File: src/rtl/nibble_cpu.sv
module nibble_cpu #(
  parameter int DW = 4,
  parameter int AW = 3,
  parameter int IW = 2 + 2*AW + DW,
  parameter logic [IW*(2**AW)-1:0] PROGRAM = {
    12'h000, 12'hC06, 12'h3B0, 12'h3A0,
    12'h390, 12'h983, 12'h902, 12'h881}
)(
  input  logic          clk,
  input  logic          rst,
  output logic          zero_o,
  output logic          carry_o,
  output logic [DW-1:0] r7_o
);

  localparam int NREG = 2**AW;
  localparam logic [1:0] OP_ADD = 2'b00;
  localparam logic [1:0] OP_NEG = 2'b01;
  localparam logic [1:0] OP_MOV = 2'b10;
  localparam logic [1:0] OP_JZR = 2'b11;

  logic [AW-1:0] pc;
  logic [IW-1:0] instr;
  logic [1:0]    op;
  logic [AW-1:0] ra, rb;
  logic [DW-1:0] imm;
  logic [DW-1:0] regs [NREG];
  logic [DW-1:0] opa, opb, a_in, b_in, bx, sum;
  logic [DW:0]   cy;
  logic          sub, arith, wr_en, take;
  logic [DW-1:0] wdata;
  logic [AW-1:0] pc_next;

  assign instr = PROGRAM[pc*IW +: IW];
  assign op    = instr[IW-1 -: 2];
  assign ra    = instr[IW-3 -: AW];
  assign rb    = instr[IW-3-AW -: AW];
  assign imm   = instr[DW-1:0];

  assign opa = regs[ra];
  assign opb = regs[rb];

  assign sub   = (op == OP_NEG);
  assign arith = (op == OP_ADD) || (op == OP_NEG);
  assign a_in  = sub ? '0 : opa;
  assign b_in  = sub ? opa : opb;
  assign bx    = b_in ^ {DW{sub}};
  assign cy[0] = sub;

  for (genvar gi = 0; gi < DW; gi++) begin : g_fa
    assign sum[gi]  = a_in[gi] ^ bx[gi] ^ cy[gi];
    assign cy[gi+1] = (a_in[gi] & bx[gi]) | (cy[gi] & (a_in[gi] ^ bx[gi]));
  end

  assign wdata   = (op == OP_MOV) ? imm : sum;
  assign wr_en   = (op != OP_JZR) && (ra != '0);
  assign take    = (op == OP_JZR) && (opa == '0);
  assign pc_next = take ? imm[AW-1:0] : pc + 1'b1;

  always_ff @(posedge clk) begin
    if (rst) begin
      pc      <= '0;
      zero_o  <= 1'b0;
      carry_o <= 1'b0;
      for (int i = 0; i < NREG; i++) regs[i] <= '0;
    end else begin
      pc <= pc_next;
      if (wr_en) regs[ra] <= wdata;
      if (arith) begin
        zero_o  <= (sum == '0);
        carry_o <= cy[DW];
      end
    end
  end

  assign r7_o = regs[NREG-1];

  a_r6_r0_zero: assert property (@(posedge clk) disable iff (rst)
    regs[0] == '0);

  a_r2_mov_flags: assert property (@(posedge clk) disable iff (rst)
    (op == OP_MOV) |=> ($stable(zero_o) && $stable(carry_o)));

  a_r5_jump_quiet: assert property (@(posedge clk) disable iff (rst)
    (op == OP_JZR) |=> ($stable(r7_o) && $stable(zero_o) && $stable(carry_o)));

  a_r5_jump_target: assert property (@(posedge clk) disable iff (rst)
    take |=> (pc == $past(imm[AW-1:0])));

  a_r7_pc_wrap: assert property (@(posedge clk) disable iff (rst)
    (!take && pc == '1) |=> (pc == '0));

  a_r4_neg_carry: assert property (@(posedge clk) disable iff (rst)
    (op == OP_NEG) |=> (carry_o == ($past(opa) == '0)));

endmodule

File: config.mk
export PLATFORM = sky130hd
export DESIGN_NAME = nibble_cpu
export DESIGN_NICKNAME = d
export VERILOG_FILES = /design/src/rtl/nibble_cpu.sv
export SDC_FILE = /design/constraint.sdc
export NUM_CORES = 1
export LEC_CHECK = 0
export BUFFER_PORTS_ARGS = -buffer_cell sky130_fd_sc_hd__buf_2
export CORE_ASPECT_RATIO = 0.7
export CORE_MARGIN = 2
export CORE_UTILIZATION = 59
export DETAILED_ROUTE_END_ITERATION = 12
export HOLD_SLACK_MARGIN = 0.08
export PLACE_DENSITY = 0.76
export SLEW_MARGIN = 20
export SYNTH_ARGS = -nofsm -noshare
export SYNTH_HDL_FRONTEND = slang
export SYNTH_SLANG_ARGS = --single-unit
File: constraint.sdc
create_clock -name clk -period 5.2 [get_ports clk]
set_input_delay 0.26 -clock clk [delete_from_list [all_inputs] [get_ports clk]]
set_output_delay 0.26 -clock clk [all_outputs]
set_load 0.02 [all_outputs]
==> impl_metrics.py <==
metrics = {
    "logic_synthesis": {
        "ys_warns": 0,
        "synthDistinctLibCells": 52,
        "post_synth.cell_area_avg_um2": 10.76,
        "synth.ff_latch_count": 37,
        "synth.top_cells.by_area": "sky130_fd_sc_hd__edfxtp_1 (44%), sky130_fd_sc_hd__nor2_1 (6.5%), sky130_fd_sc_hd__dfxtp_1 (4.5%), sky130_fd_sc_hd__mux4_1 (3.6%), sky130_fd_sc_hd__nand2_1 (2.9%)",
        "synth-edff-count": 32,
        "syn-instance-count": 205,
        "ys_dominant_reg_cell": "sky130_fd_sc_hd__edfxtp_1",
        "ys_seq_area_share_pct": 48.10,
        "synth_area_um2": 2206,
        "fraction_of_synthesized_cell_area_taken_by_the_top_area_cell_type_pct": 43.56,
        "yosysTopAreaCell": "sky130_fd_sc_hd__edfxtp_1",
        "synth-async-reset-ratio_pct": 0,
    },
    "drt": {
        "remaining_drc_errors": 0,
        "antenna_violating_nets_post_route": 0,
        "drt_pass1_iterations": 4,
        "route.final.wire_length_um": 5159,
        "initialDrtViolationCount": 196,
        "route.vias.total": 1634,
        "route.detailed.vias_per_inst": 6.189,
        "avgRoutedWirePerCell_um": 19.54,
    },
    "timing": {
        "slew_violations": 0,
        "fin_tns_setup_ns": 0,
        "finalHoldViolCount": 0,
        "setup_repair_after_global_routing_missed_its_margin": "no",
        "post-route-period-util_pct": 82.84,
        "highest_achievable_clock_rate_mhz": 232.1,
        "max-slew-margin-rel_pct": 42.41,
        "setup_viol": 0,
        "worst_slack_ns": 0.8923,
        "worst_clock_skew_ns": 0.004957,
        "final_period_minus_worst_setup_slack_ns": 4.308,
        "max_slew.worst_pin.slew_ns": 0.8599,
    },
    "power": {
        "worst_ir_drop_vdd_mv": 0.2244,
        "power_total_w": 0.0007942,
        "pwr_density_cell_nw_per_um2": 335.3,
        "static-leakage-power_nw": 0.8710,
    },
    "final_layout": {
        "area.growth.synth_to_final_pct": 7.374,
        "drive_above_1_share_pct": 11.68,
        "most-common-layout-cells": "sky130_fd_sc_hd__nor2_1 (38), sky130_fd_sc_hd__edfxtp_1 (32), sky130_fd_sc_hd__nand2_1 (17)",
        "antennaDiodeCount": 0,
        "utilization_pct": 66.56,
        "number_of_nets_in_the_final_layout": 223,
        "mostFrequentLayoutCell": "sky130_fd_sc_hd__nor2_1",
    },
    "worst_setup_path": {
        "worst_setup_path_end_kind": "flop",
        "cpMaxStageDelayCell": "sky130_fd_sc_hd__ha_1",
        "worst-r2r-cell-count": 13,
        "critical_path.n_buffers_inverters": 2,
        "regToRegEndpoint": "zero_o$_SDFFE_PP0P_",
        "worst-setup-path-type": "reg -> reg",
        "reg2reg_setup_slack_ns": 0.89,
        "peak_fanout_along_the_critical_path": 18,
        "critPathLaunchType": "flop",
        "critical-path-top-cell-by-count": "sky130_fd_sc_hd__fa_1",
        "critical_path_arrival_ns": 4.52,
        "r2r-start": "pc[1]$_SDFF_PP0_",
        "path_cells": "ha_1 > or2_2 > o22ai_1 > a2111oi_2 > nand2_1 > mux2i_1 > fa_1 > inv_1 > fa_1 > inv_1 > fa_1 > or4bb_1 > o31ai_1",
        "count_of_cell_instances_traversed_by_the_critical_path": 13,
        "critPathMaxStageDelay_ns": 0.64,
        "critPathTopFamily": "adder cells",
        "critPathRequiredTime_ns": 5.41,
        "crit_startpoint": "pc[1]$_SDFF_PP0_",
    },
    "flow_run": {
        "cap_viol_max_count": 0,
    },
    "status": {
        "outcome": "finished, final reports clean",
    },
    "placed_design": {
        "dp.final_hpwl_um": 3736,
        "place_ws_ns": 0.9712,
        "gpl.final_weighted_congestion": 1.034,
        "total_of_buffers_placed_on_input_and_output_ports": 7,
    },
    "grt": {
        "all_layer_global_routing_usage_pct": 25.83,
        "grt_antenna_before_repair": 0,
        "grt_start_max_net_pins": 21,
        "grt_remaining_overflow": 0,
        "grt_pass1_vias": 1443,
        "grt_pass1_wl_um": 7797,
    },
    "clock_tree": {
        "clk_root_buffer_cell": "sky130_fd_sc_hd__clkbuf_8",
        "cts.path.max_buffers": 2,
        "worst_skew_pair.late_latency_ns": 0.30,
        "cts_tree": "yes",
        "clk_pin_slew_ns": 0.08,
        "cts_made_buffers": 5,
        "clock_tree.htree_level_count": 2,
        "cts_repair_resize_count": 0,
        "cts.sinks": 37,
        "hold_buffers": 0,
        "post-cts-setup-buffer-count": 0,
    },
    "floorplan": {
        "die-area_um2": 4251,
        "floorplan.initialDensity_pct": 61.99,
        "die-width_um": 77.08,
        "core_area_um2": 3558,
        "std_cell_rows": 18,
        "boundaryPins": 8,
        "die_h_um": 55.16,
    },
    "min_path": {
        "hp-start": "rst",
        "hp-class": "in -> reg",
        "hold-path-endpoint": "carry_o$_SDFFE_PP0P_",
        "min_delay_path_depth": 2,
    },
}
[registers in the layout (all words and copies together) (netlist names)]
register / cells
regs: 32
pc: 3
carry_o: 1
zero_o: 1
[per-stage QoR]
stage / area, µm² / hold slack (ns) / instances
after floorplan: 2217 / 0.4434 / 208
after global placement: 2257 / 0.4611 / 256
after detailed placement: 2257 / 0.4740 / 256
after CTS: 2369 / 0.3609 / 264
after global routing: 2369 / 0.3873 / 264
final: 2369 / 0.3611 / 264
[logic make-up after synthesis]
group,Yosys count,share of synthesized area (%)
AND/OR/NAND/NOR,98,23.77
buffers and inverters,17,3.970
adder cells (fa/ha/maj),8,5.559
flip-flops,37,48.10
other,1,0.1700
multiplexers,9,6.920
XOR/XNOR,2,0.7942
AO/OA/AOI/OAI,33,10.72
[cells in the mapped netlist (2+ instances only)]
cell type                   n
sky130_fd_sc_hd__a211oi_1   2
sky130_fd_sc_hd__a21oi_1    9
sky130_fd_sc_hd__a22oi_1    2
sky130_fd_sc_hd__and2_1     2
sky130_fd_sc_hd__buf_4      2
sky130_fd_sc_hd__buf_6      2
sky130_fd_sc_hd__clkbuf_1   4
sky130_fd_sc_hd__dfxtp_1    5
sky130_fd_sc_hd__edfxtp_1  32
sky130_fd_sc_hd__fa_1       3
sky130_fd_sc_hd__ha_1       5
sky130_fd_sc_hd__inv_1      8
sky130_fd_sc_hd__mux2i_1    4
sky130_fd_sc_hd__mux4_1     3
sky130_fd_sc_hd__nand2_1   17
sky130_fd_sc_hd__nand2b_1   9
sky130_fd_sc_hd__nand3_1    3
sky130_fd_sc_hd__nand3b_1   4
sky130_fd_sc_hd__nor2_1    38
sky130_fd_sc_hd__nor2b_1    6
sky130_fd_sc_hd__nor3_1     4
sky130_fd_sc_hd__nor3b_1    2
sky130_fd_sc_hd__o22ai_1    7
sky130_fd_sc_hd__or2_2      3
sky130_fd_sc_hd__xnor2_1    2
[routing by layer]
layer / global-route usage, % / vias up / part of all wire (%)
met2: 40.35 / 87 / 45
met3: 7.955 / 13 / 10
met5: 0 / - / 0
li1: - / 754 / -
met4: 8.631 / 0 / 1.9
met1: 35.23 / 780 / 43
[final cells by class]
class | instances | area, µm²
inverter | 8 | 30.03
multi-input combinational | 154 | 1069
tap | 50 | 62.56
clock inverter | 2 | 38.79
fill | 277 | 1190
clock buffer | 6 | 72.57
timing repair buffer | 7 | 35.03
sequential | 37 | 1061
[report_power, final]
group          leakage [nW]  total, W  internal [W]  switching [W]
sequential            0.372  0.000361      0.000343      0.0000179
combinational         0.444  0.000178     0.0000693       0.000108
clock                0.0554  0.000256      0.000144       0.000111
[worst reg2reg max path, stage by stage (launching register included)]
cell and delay, ns:
sky130_fd_sc_hd__dfxtp_1 0.52, sky130_fd_sc_hd__ha_1 0.64, sky130_fd_sc_hd__or2_2 0.25, sky130_fd_sc_hd__o22ai_1 0.09
sky130_fd_sc_hd__a2111oi_2 0.60, sky130_fd_sc_hd__nand2_1 0.20, sky130_fd_sc_hd__mux2i_1 0.18, sky130_fd_sc_hd__fa_1 0.38
sky130_fd_sc_hd__inv_1 0.08, sky130_fd_sc_hd__fa_1 0.17, sky130_fd_sc_hd__inv_1 0.05, sky130_fd_sc_hd__fa_1 0.48
sky130_fd_sc_hd__or4bb_1 0.40, sky130_fd_sc_hd__o31ai_1 0.19
[worst max-delay path by stage]
stage                          endpoint  slack, ns
2_1_floorplan  regs[1][3]$_SDFFCE_PN0P_       1.53
3_3_place_gp        zero_o$_SDFFE_PP0P_       1.20
3_5_place_dp        zero_o$_SDFFE_PP0P_       0.97
4_1_cts             zero_o$_SDFFE_PP0P_       0.94
5_1_grt        regs[6][3]$_SDFFCE_PN0P_       0.62
6_report            zero_o$_SDFFE_PP0P_       0.89
Power figures use the tool's default switching activity.
